**src/rtl/cwgen_pkg.sv**
```systemverilog
// Shared types for the continuous-wave channel clock generator.
package cwgen_pkg;
    // Which gate control a channel drives in a given cycle.
    typedef enum logic [1:0] {
        DRV_OFF = 2'd0,
        DRV_P   = 2'd1,
        DRV_N   = 2'd2,
        DRV_RTZ = 2'd3
    } drive_e;
endpackage

```
**src/rtl/cwgen_divider.sv**
```systemverilog
// Programmable divide-by-N for the continuous-wave clock.
// Emits a one-cycle tick every N cycles while run is high. N is latched
// at the terminal count (or while idle), so a new divider value never
// shortens or stretches the half-period in progress.
// Assumes: div_sel of zero means N = 2**DIV_W.
module cwgen_divider #(
    parameter int DIV_W = 6
) (
    input  logic             clk,
    input  logic             rst_n,
    input  logic             run,
    input  logic [DIV_W-1:0] div_sel,
    output logic             tick
);
    localparam int NW = DIV_W + 1;
    localparam logic [NW-1:0] N_MAX = NW'(1) << DIV_W;

    logic [NW-1:0]    n_req;
    logic [NW-1:0]    n_act;
    logic [DIV_W-1:0] cnt;
    logic [NW-1:0]    cnt_ext;

    // Decode the divider code into the half-period length.
    always_comb begin
        n_req   = (div_sel == '0) ? N_MAX : {1'b0, div_sel};
        cnt_ext = {1'b0, cnt};
        tick    = run && (cnt_ext == n_act - NW'(1));
    end

    // Count within a half-period; reload N only at terminal count or idle.
    always_ff @(posedge clk) begin
        if (!rst_n) begin
            cnt   <= '0;
            n_act <= N_MAX;
        end else if (!run) begin
            cnt   <= '0;
            n_act <= n_req;
        end else if (tick) begin
            cnt   <= '0;
            n_act <= n_req;
        end else begin
            cnt   <= cnt + DIV_W'(1);
        end
    end

    p_cnt_below_n_r1: assert property (@(posedge clk) disable iff (!rst_n)
        cnt_ext < n_act);
    p_hold_n_r8: assert property (@(posedge clk) disable iff (!rst_n)
        (run && !tick) |=> $stable(n_act));
endmodule

```
**src/rtl/cwgen_halver.sv**
```systemverilog
// Divide-by-2 toggle stage fed by the divider tick.
// Produces the 50% duty-cycle phase. The phase rests at 1 while idle, so
// the first half-period after entry drives the P side.
module cwgen_halver (
    input  logic clk,
    input  logic rst_n,
    input  logic run,
    input  logic tick,
    output logic phase
);
    // Flip the phase on each tick; park at 1 while not running.
    always_ff @(posedge clk) begin
        if (!rst_n)     phase <= 1'b1;
        else if (!run)  phase <= 1'b1;
        else if (tick)  phase <= ~phase;
    end

    p_phase_steady_r2: assert property (@(posedge clk) disable iff (!rst_n)
        (run && !tick) |=> $stable(phase));
    p_entry_phase_r3: assert property (@(posedge clk) disable iff (!rst_n)
        !run |=> phase);
endmodule

```
**src/rtl/cwgen_drive_sel.sv**
```systemverilog
// Chooses the channel's gate drive and registers the outputs.
// Priority: disable, then continuous-wave (with the all-ones delay kill),
// then the pattern-bit decode. Pattern shifting is allowed only in pattern
// mode with the channel enabled.
module cwgen_drive_sel
    import cwgen_pkg::*;
#(
    parameter int DLY_W = 10
) (
    input  logic             clk,
    input  logic             rst_n,
    input  logic             en,
    input  logic             cw_mode,
    input  logic [DLY_W-1:0] dly_code,
    input  logic             phase,
    input  logic             pat_p,
    input  logic             pat_n,
    output logic             p_on,
    output logic             n_on,
    output logic             rtz,
    output logic             shift_ok
);
    drive_e sel;

    // Select the drive for the coming cycle.
    always_comb begin
        if (!en) begin
            sel = DRV_OFF;
        end else if (cw_mode) begin
            if (&dly_code) sel = DRV_OFF;
            else           sel = phase ? DRV_P : DRV_N;
        end else begin
            case ({pat_p, pat_n})
                2'b10:   sel = DRV_P;
                2'b01:   sel = DRV_N;
                2'b00:   sel = DRV_RTZ;
                default: sel = DRV_OFF;
            endcase
        end
    end

    // Register the gate controls and the shift permission.
    always_ff @(posedge clk) begin
        if (!rst_n) begin
            p_on     <= 1'b0;
            n_on     <= 1'b0;
            rtz      <= 1'b0;
            shift_ok <= 1'b0;
        end else begin
            p_on     <= (sel == DRV_P);
            n_on     <= (sel == DRV_N);
            rtz      <= (sel == DRV_RTZ);
            shift_ok <= en && !cw_mode;
        end
    end

    p_one_drive_r9: assert property (@(posedge clk) disable iff (!rst_n)
        $onehot0({p_on, n_on, rtz}));
    p_off_disabled_r7: assert property (@(posedge clk) disable iff (!rst_n)
        !en |=> (!p_on && !n_on && !rtz && !shift_ok));
    p_cw_swing_r4: assert property (@(posedge clk) disable iff (!rst_n)
        (en && cw_mode && !(&dly_code)) |=> ((p_on != n_on) && !rtz));
    p_cw_dead_r5: assert property (@(posedge clk) disable iff (!rst_n)
        (en && cw_mode && (&dly_code)) |=> (!p_on && !n_on && !rtz));
    p_freeze_r6: assert property (@(posedge clk) disable iff (!rst_n)
        cw_mode |=> !shift_ok);
endmodule

```
**src/rtl/cw_chan_clkgen.sv**
```systemverilog
// Continuous-wave channel clock generator, top level.
// Divider -> toggle stage -> drive selector. Continuous-wave operation runs
// while both en and cw_mode are high; leaving it resets divider and toggle.
// Assumes: all inputs are synchronous to clk.
module cw_chan_clkgen #(
    parameter int DIV_W = 6,
    parameter int DLY_W = 10
) (
    input  logic             clk,
    input  logic             rst_n,
    input  logic             en,
    input  logic             cw_mode,
    input  logic [DIV_W-1:0] div_sel,
    input  logic [DLY_W-1:0] dly_code,
    input  logic             pat_p,
    input  logic             pat_n,
    output logic             p_on,
    output logic             n_on,
    output logic             rtz,
    output logic             shift_ok
);
    logic run;
    logic tick;
    logic phase;

    // Continuous-wave operation needs both enable and mode.
    always_comb run = en && cw_mode;

    cwgen_divider #(.DIV_W(DIV_W)) i_div (
        .clk(clk), .rst_n(rst_n), .run(run), .div_sel(div_sel), .tick(tick)
    );

    cwgen_halver i_half (
        .clk(clk), .rst_n(rst_n), .run(run), .tick(tick), .phase(phase)
    );

    cwgen_drive_sel #(.DLY_W(DLY_W)) i_sel (
        .clk(clk), .rst_n(rst_n), .en(en), .cw_mode(cw_mode),
        .dly_code(dly_code), .phase(phase), .pat_p(pat_p), .pat_n(pat_n),
        .p_on(p_on), .n_on(n_on), .rtz(rtz), .shift_ok(shift_ok)
    );
endmodule

```
**config.mk**
```make
export PLATFORM = sky130hd
export DESIGN_NAME = cw_chan_clkgen
export DESIGN_NICKNAME = d
export VERILOG_FILES = /design/src/rtl/cwgen_pkg.sv /design/src/rtl/cwgen_divider.sv /design/src/rtl/cwgen_halver.sv /design/src/rtl/cwgen_drive_sel.sv /design/src/rtl/cw_chan_clkgen.sv
export SDC_FILE = /design/constraint.sdc
export NUM_CORES = 1
export LEC_CHECK = 0
export ABC_AREA = 0
export CORE_MARGIN = 2
export CORE_UTILIZATION = 41
export CTS_CLUSTER_SIZE = 30
export DETAILED_ROUTE_END_ITERATION = 8
export PLACE_DENSITY = 0.7
export RECOVER_POWER = 25
export REMOVE_ABC_BUFFERS = 1
export SLEW_MARGIN = 20
export SYNTH_ARGS = -nofsm -noshare
export SYNTH_HDL_FRONTEND = slang
export SYNTH_SLANG_ARGS = --single-unit
```
**constraint.sdc**
```tcl
create_clock -name clk -period 2.3 [get_ports clk]
set_input_delay 0.69 -clock clk [delete_from_list [all_inputs] [get_ports clk]]
set_output_delay 0.69 -clock clk [all_outputs]
set_load 0.02 [all_outputs]
```
==> impl_metrics.tcl <==
set metrics [dict create \
    grt_pass1_wl_um 3110 \
    startpoint "i_div.n_act[0]" \
    clk_pin_slew_ns 0.10 \
    setup_tns_ns 0 \
    max_freq_mhz 498 \
    end_kind "flip-flop" \
    fin_crit_sh_pct 87.3 \
    die-area_mm2 0.00270 \
    nNetsFinal 160 \
    synth_edf_count 0 \
    max_stage_delay_ns 0.40 \
    area_delta_synth_final_pct 33.6 \
    grt_use_total_pct 15.5 \
    path_class "reg -> reg" \
    die_x_um 52 \
    place_area_mm2 0.00123 \
    avgViaCountPerCell 4.97 \
    post_cts_resize_count 0 \
    ctsHtreeMaxLevel 1 \
    synthDistinctLibCells 34 \
    multi_input_area_um2 547 \
    post_cts_buffers 0 \
    postCtsHoldBufs 0 \
    drt_iter0_drc 14 \
    insertion_delay_ns 0.28 \
    diodes 0 \
    crit_family "simple AND/OR/NAND/NOR gates" \
    grt_pass1_vias 767 \
    r2r_start "i_div.n_act[0]" \
    p_leak_uw 0.000482 \
    arrival_ns 2.17 \
    period_needed_ns 2.01 \
    status "completed" \
    grt_max_degree 15 \
    synth_flop_cell "dfxtp_1" \
    regArea_um2 360 \
    core_area_mm2 0.00219 \
    port_buffers 25 \
    setup_violations 0 \
    gp_congestion 0.717 \
    final_hold_viol_count 0 \
    rows 17 \
    cap_violations 0 \
    yosys_register_bits 18 \
    syn_area_um2 945 \
    synth-async-reset-ratio_pct 0 \
    syn-mean-instance-area_um2 8.83 \
    synthCells 107 \
    grt_antenna_before_repair 0 \
    dp_hpwl_um 1490 \
    fin_area_mm2 0.00126 \
    vias 810 \
    dp_slack_ns 0.0957 \
    route.detailed.drc 0 \
    cts.sinks 18 \
    hp-class "reg -> reg" \
    path_cells "inv_1 > ha_1 > or3b_1 > nor4_2 > nor2_1 > o211a_1 > mux2i_1" \
    cts_tree "built" \
    clock_path_buffers 2 \
    cts_buffers 3 \
    start_kind "flip-flop" \
    synth_top_area_share_pct 38.1 \
    dr.pass1.iters 4 \
    worst_slew_pin_slew_ns 0.391 \
    pin_count 26 \
    ant_nets 0 \
    start_util_pct 43.1 \
    drv_slew 0 \
    skew_ns 0.000765 \
    yosys_warnings 0 \
    synth_commonest_cells "dfxtp_1 (18), nand2_1 (17), xnor2_1 (11), nor2_1 (9), mux2i_1 (7)" \
    synth_seq_area_share_pct 38.1 \
    cp_max_fo 7 \
    cts_root_buffer "clkbuf_4" \
    rsz0062_at_grt "no" \
    yosysMostFrequentCell "dfxtp_1" \
    fillers 200 \
    routedWlPerCell_um 11.4 \
    synth.largest_area_cell "dfxtp_1" \
    fin_ws_ns 0.291 \
    slew_headroom_pct 73.6 \
    required_ns 2.47 \
    grt_overflow 0 \
    cp_num_buf_inv 1 \
    drive_gt1_share_pct 7.41 \
    power_density_mw_per_mm2 512 \
    die_h_um 52 \
    synthTopCellsByArea "dfxtp_1 (38%), xnor2_1 (10%), mux2i_1 (7.4%)" \
    min_from "i_div.cnt[0]" \
    ir_worst_vdd_mv 0.387 \
    slowest_stage "or3b_1" \
    routed_wl_um 1870 \
]
cell usage in the layout, fill, tap and decap left out, types with 3 or more instances in the layout:
cell type and n:
nor2_1 9, nor2b_1 3, clkdlybuf4s50_1 21, inv_1 5
clkbuf_4 3, mux2i_1 7, dlygate4sd3_1 4, xnor2_1 11
nand4_1 4, dfxtp_1 18, nand2_1 17, nand3_1 3
layout make-up:
| class | count | share of cell area [%] |
|---|---|---|
| Multi-Input combinational cell | 81 | 43.3 |
| Tap cell | 28 | 2.78 |
| Timing Repair Buffer | 27 | 21.0 |
| Inverter | 5 | 1.49 |
| Sequential cell | 18 | 28.5 |
| Clock buffer | 4 | 2.87 |
worst register-to-register path, stage by stage, from the launching register on:
cell and delay [ns]:
dfxtp_1 0.36, inv_1 0.07, ha_1 0.17, or3b_1 0.40, nor4_2 0.26, nor2_1 0.08, o211a_1 0.38, mux2i_1 0.18
kinds of logic (layout without fill, tap and decap cells):
family,Yosys count,count (layout),synth area share (%)
muxes,7,7,7.42
and+or+nand+nor,49,49,28.1
AOI/OAI and AO/OA,10,10,7.68
buffers and inverters,8,36,3.97
adders and majority gates,2,2,2.65
DFF,18,18,38.1
xor gates and xnor gates,13,13,12.1
final timing paths:
path                            cells after the start              to  slack, ns
worst max-delay path                                7  i_div.n_act[4]       0.29
worst min register to register                      1    i_div.cnt[0]       0.48
worst min-delay path                                1    i_div.cnt[0]       0.48
worst max register to register                      7  i_div.n_act[4]       0.29
stage by stage:
step	total power [uW]	hold WS [ns]	utilization, %	std cells
2_1_floorplan	404	0.437	-	104
3_3_place_gp	462	0.461	56.0	159
3_5_place_dp	466	0.465	56.0	159
4_1_cts	658	0.489	57.6	163
5_1_grt	679	0.516	57.6	163
6_report	646	0.485	57.6	163
routing by layer:
metal,global-route usage [%],part of all wire (%),vias to the layer above
li1,-,-,425
met2,28.7,50,26
met3,3.45,6.2,2
met5,0,0,-
met4,5.26,0.91,0
met1,17.1,43,357
sequential cells by signal, indices dropped and copies added (netlist names):
name and count:
i_div.n_act 7, i_sel.n_on 1, i_sel.p_on 1, i_sel.shift_ok 1, i_half.phase 1, i_div.cnt 6
i_sel.rtz 1
report_power, final:
part	leakage, uW	internal [uW]	switching [uW]
Sequential	0.000147	324	13.5
Combinational	0.000313	71.3	49.0
Clock	0.0000210	96.3	92.7
Total	0.000482	491	155
Power figures use the tool's default switching activity.
